$ cat src/rtl/periodic_irq_counter.sv
module periodic_irq_counter #(
  parameter int WIDTH = 8
) (
  input  logic             clk,
  input  logic             rst_n,
  input  logic             tick,
  input  logic             wr_en,
  input  logic [WIDTH-1:0] wr_data,
  input  logic             rd_en,
  input  logic             call_det,
  output logic             irq,
  output logic [WIDTH-1:0] rd_data
);
  localparam logic [WIDTH-1:0] TOP = {WIDTH{1'b1}};
  localparam logic [WIDTH-1:0] ONE = {{(WIDTH-1){1'b0}}, 1'b1};

  logic [WIDTH-1:0] mod_q, cnt_q;
  logic             irq_q;

  wire             mod_on  = (mod_q != '0);
  wire             halted  = !mod_on && (cnt_q == TOP);
  wire [WIDTH-1:0] cnt_inc = cnt_q + ONE;
  wire             wrap    = mod_on && (cnt_inc == mod_q);
  wire             load    = wr_en && ((wr_data != '0) || !halted);

  always_ff @(posedge clk) begin
    if (!rst_n) begin
      mod_q <= '0;
      cnt_q <= TOP;
      irq_q <= 1'b0;
    end else begin
      irq_q <= 1'b0;
      if (call_det) begin
        mod_q <= '0;
        cnt_q <= '0;
      end else if (wr_en) begin
        if (load) begin
          mod_q <= wr_data;
          cnt_q <= '0;
        end
      end else if (tick) begin
        if (wrap) begin
          cnt_q <= '0;
          irq_q <= 1'b1;
        end else if (!halted) begin
          cnt_q <= cnt_inc;
        end
      end
    end
  end

  assign irq     = irq_q;
  assign rd_data = rd_en ? cnt_q : '0;

  assert_irq_after_tick_R3: assert property (@(posedge clk) disable iff (!rst_n)
    irq |-> $past(tick));

  assert_no_irq_zero_mod_R5: assert property (@(posedge clk) disable iff (!rst_n)
    (mod_q == '0) |=> !irq);

  assert_cnt_below_mod_R3: assert property (@(posedge clk) disable iff (!rst_n)
    (mod_q != '0) |-> (cnt_q < mod_q));

  assert_step_R2: assert property (@(posedge clk) disable iff (!rst_n)
    (tick && !wr_en && !call_det && (mod_q != '0) && (cnt_q + ONE != mod_q))
      |=> (cnt_q == $past(cnt_q) + ONE));

  assert_call_clears_R6: assert property (@(posedge clk) disable iff (!rst_n)
    call_det |=> (cnt_q == '0 && mod_q == '0));

  assert_halt_holds_R9: assert property (@(posedge clk) disable iff (!rst_n)
    ((mod_q == '0) && (cnt_q == TOP) && !call_det && !(wr_en && wr_data != '0))
      |=> $stable(cnt_q));

  assert_rd_gated_R7: assert property (@(posedge clk) disable iff (!rst_n)
    !rd_en |-> (rd_data == '0));
endmodule

$ cat config.mk
export PLATFORM = sky130hd
export DESIGN_NAME = periodic_irq_counter
export DESIGN_NICKNAME = d
export VERILOG_FILES = /design/src/rtl/periodic_irq_counter.sv
export SDC_FILE = /design/constraint.sdc
export NUM_CORES = 1
export LEC_CHECK = 0
export BUFFER_PORTS_ARGS = -buffer_cell sky130_fd_sc_hd__buf_2
export CORE_ASPECT_RATIO = 1.1
export CORE_MARGIN = 2
export CORE_UTILIZATION = 30
export CTS_CLUSTER_SIZE = 25
export DETAILED_ROUTE_END_ITERATION = 12
export PLACE_DENSITY = 0.54
export SYNTH_ARGS = -nofsm -noshare
export SYNTH_HDL_FRONTEND = slang
export SYNTH_SLANG_ARGS = --single-unit
$ cat constraint.sdc
create_clock -name clk -period 3.7 [get_ports clk]
set_clock_uncertainty 0.2 [all_clocks]
set_input_delay 0 -clock clk [delete_from_list [all_inputs] [get_ports clk]]
set_output_delay 0 -clock clk [all_outputs]
set_load 0.005 [all_outputs]
# After elaboration in Yosys (flattened, before gate mapping)
# Cells that the tools add are included.
# totals
regBits	17
input_bits	14
output_inout_bits	9
elab_cells	31
# classes
n_addsub	1
n_eq_ne	4
muxes	8
bitwise	2
n_reduce_logical	13
# ops
cell	count
$mux 8	7
$reduce_bool 8->1	2
$add 8x1->8 const B	1
$eq 8x8->1	1
$eq 8x8->1 const B	1
$ne 4x3->1 const B	1
$reduce_or 4->1	1
$logic_and 1x1->1	3
$ne 3x1->1 const B	1
$reduce_and 3->1	1
$reduce_bool 3->1	1
$logic_not 1->1	2
$not 1->1	2
$reduce_and 2->1	1
$reduce_or 2->1	1
$logic_or 1x1->1	1
$mux 1	1

# Longest topological paths before layout
# logic_depth
word_depth	9
depth_mapped	8
mapped_depth_nobuf	7

# Worst setup path after synthesis
# OpenSTA, ideal clock, no wires.
# synth_timing
kind	register to register
startpoint	register cnt_q[0]
endpoint	register cnt_q[6]
setup_ps	127
t_arrival_ps	2169
required_time_ps	3373
path_slack_ps	1204
stages_incl_launch_ff	9
n_path_buf	1
synth_period_minus_slack_ps	2496
path_cell_list	dfxtp_1 ha_1 nand3_1 or3_1 a22oi_1 a41oi_1 clkbuf_1 a221oi_1 o21ai_1
# synth_via
elab_chain_cells	7
elab_cells_between_ends	16
classes_between	1 x add/sub; 4 x eq/ne; 5 x mux; 6 x reduce/logical
# synth_lines
item	line_no	source
from (decl)	17	logic [WIDTH-1:0] mod_q, cnt_q;
from (signal assigned)	46	cnt_q <= cnt_inc;
$add 8x1->8 or $eq 8x8->1 (tied branches)	22, 21	
$eq 8x8->1 or $logic_and 1x1->1 (tied branches)	23, 21	
$logic_and 1x1->1 or $logic_not 1->1 (tied branches)	n/a	
$mux 8 or $logic_or 1x1->1 (tied branches)	42, 24	
$mux 8 or $logic_and 1x1->1 (tied branches)	41, 24	
$mux 8 or $ne 3x1->1 (tied branches)	n/a	
$mux 8 or $reduce_and 3->1 (tied branches)	n/a	
# Parallel ways exist; a longest one is shown, timed or not. The select of a mux whose other input is x is not followed.
# A chain may end at the register's enable or synchronous reset.

# Worst setup path after layout
# layout_timing
startpoint	register cnt_q[0]
endpoint	register cnt_q[1]
# Same word-level chain as after synthesis.

==> reports/metrics.cfg <==
[global_route]
grt_pass1_wl_um = 4680
grtUsageTotal_pct = 15.3
grt_max_degree = 13
grt-ovfl-total = 0
grt_antenna_before_repair = 0
grt_pass1_vias = 1091

[min_path]
holdCritPathClass = input pin to output pin

[routing]
wirelength_um = 2750
drc = 0
wl_per_cell_um = 12.4
dr.pass1.iters = 4
ant_nets = 0
drtIter0Drc = 42
via_count = 1118
vias_per_cell = 5.04

[yosys]
synth_cells = 133
synth_area_per_cell_sq_um = 8.05
ys_ff_latch = 17
async_flop_share_pct = 0
yosysWarnings = 0
syn-num-nets = 148
synth-edff-count = 0
ys_seq_area_share_pct = 31.8
ys_types = 45
synth_ff_type = dfxtp_1
syn-cell-area_sq_um = 1070

[power]
p_int_w = 0.000303
clockPowerShare_pct = 23.2
irDropWorstVdd_mv = 0.164
comb_power_share_pct = 27.6
switching_share_pct = 32.4
power_frac_seq_pct = 49.3
power.density_nw_per_um2 = 308
p_sw_w = 0.000145
total_leakage_power_nw = 0.578

[finish]
nFillCells = 356
final_cell_mix = dlygate4sd3_1 (22), buf_2 (22), dfxtp_1 (17)
area_delta_synth_final_pct = 36.2
diodes = 0
layout.nets = 190
drive_gt1_share_pct = 19.0

[sta]
finalCritPeriodShare_pct = 88.6
fin_tns_setup_ns = 0
finalHoldViolations = 0
setup_ws_ns = 0.423
rsz0062_at_grt = false
slew_headroom_pct = 60.7
timing.hold.ws_ns = 0.147
tightest_slew_ns = 0.590
min_period_ns = 3.28
fmax_mhz = 305
drv_slew = 0
setup_viol = 0

[die]
rows = 22
start_util_pct = 31.6
die_y_um = 66.7
fp.dieW_um = 61.0
io_pins = 23
dieArea_sq_um = 4060
core_sq_um = 3390

[place]
dp_slack_ns = 0.720
place_hpwl_um = 2000
io_buffers = 22
gp_congestion = 0.862

[cts]
clk_pin_slew_ns = 0.11
clock-sinks = 17
clkLatencyLatePin_ns = 0.30
htreeDepth = 1
postCtsSetupBuffers = 0
root_buffer = clkbuf_4
clockBufferDepth = 2
cts_buffers = 3
cts_tree = yes

[setup_path]
cp-end-kind = flop
cp_max_fo = 12
crit_type = flop to flop
cp-start-kind = flop
ff2ff_setup_slack_ns = 0.42
critical_path_required_ns = 3.70
cp.arrival_ns = 3.28

[flow_run]
drv_cap = 0

[status]
outcome = completed

per-layer routing:
metal | global-route usage (%) | vias to the layer above | share of wire (%) | routed length, um
met1 | 17.9 | 520 | 44 | 1210
met5 | 0 | - | 0 | 0
met4 | 5.43 | 0 | 1.3 | 37
li1 | - | 562 | - | -
met3 | 4.08 | 6 | 5.3 | 145
met2 | 26.2 | 30 | 49 | 1350
final timing paths:
path | end | startpoint | cells after the start
min reg2reg | mod_q[3] | mod_q[3] | 2
max reg2reg | cnt_q[1] | cnt_q[0] | 8
min | rd_data[3] | rd_en | 3
max | cnt_q[1] | cnt_q[0] | 8
final cells by class:
type	instances	area (sq um)	area share [%]
multi-input combinational	105	687	47.1
sequential	17	340	23.3
timing repair buffer	44	330	22.6
tap	48	60.1	4.12
clock buffer	4	26.3	1.80
inverter	4	15.0	1.03
synthesized netlist by cell type, types with 3 or more instances:
library cell / count / share of area [%]
inv_1: 4 / 1.4
and2_1: 8 / 4.7
nor3_1: 3 / 1.4
o211ai_1: 3 / 2.1
nand4_1: 3 / 1.8
or3_1: 3 / 1.8
nor2_1: 9 / 3.2
a21oi_1: 5 / 2.3
mux2i_1: 4 / 3.7
dfxtp_1: 17 / 32
xnor2_1: 5 / 4.1
xor2_1: 4 / 3.3
nand3_1: 6 / 2.8
clkbuf_1: 3 / 1.1
o21ai_0: 4 / 1.9
nand2_1: 14 / 4.9
nor4_1: 3 / 1.8
critical path: stages (launching register included):
cell           delay, ns
dfxtp_1             0.48
ha_1                0.34
nand3_1             0.25
or3_1               0.44
a22oi_1             0.26
a41oi_2             0.37
nand3_1             0.22
nand3_1             0.08
dlygate4sd3_1       0.55
kinds of logic (layout without fill, tap and decap cells):
logic type	after synthesis	in the layout	synth area share (%)
AOI/OAI and AO/OA	29	29	18.9
DFF	17	17	31.8
and+or+nand+nor	62	62	32.2
buffers and inverters	11	52	4.79
xor gates and xnor gates	9	9	7.36
muxes	4	4	3.74
adders and majority gates	1	1	1.17
power by group through the flow:
stage / Sequential, W / Combinational (W) / Clock [W]
CTS: 0.000221 / 0.000122 / 0.000109
global placement: 0.000224 / 0.000103 / 0
finish: 0.000221 / 0.000124 / 0.000104
global route: 0.000224 / 0.000140 / 0.000117
detailed placement: 0.000225 / 0.000105 / 0
floorplan: 0.000210 / 0.0000872 / 0
state kept, by name (all words and copies together) (netlist names):
register  flops
cnt_q         8
mod_q         8
irq           1
repair_timing:
action                                 in CTS  in global routing
hold buffers                               22                  0
endpoints found under the hold margin      14                  0
setup endpoints to repair                   0                  1
resized for setup                           0                  1
through the flow:
stage | power (W) | area (sq um) | utilization (%) | instances
6_report | 0.000449 | 1460 | 43.1 | 222
5_1_grt | 0.000481 | 1460 | 43.1 | 222
4_1_cts | 0.000451 | 1450 | 42.9 | 222
3_5_place_dp | 0.000330 | 1200 | 35.6 | 196
3_3_place_gp | 0.000328 | 1200 | 35.6 | 196
2_1_floorplan | 0.000297 | 1070 | - | 133
Note: power is estimated with default switching activity, not from simulation.
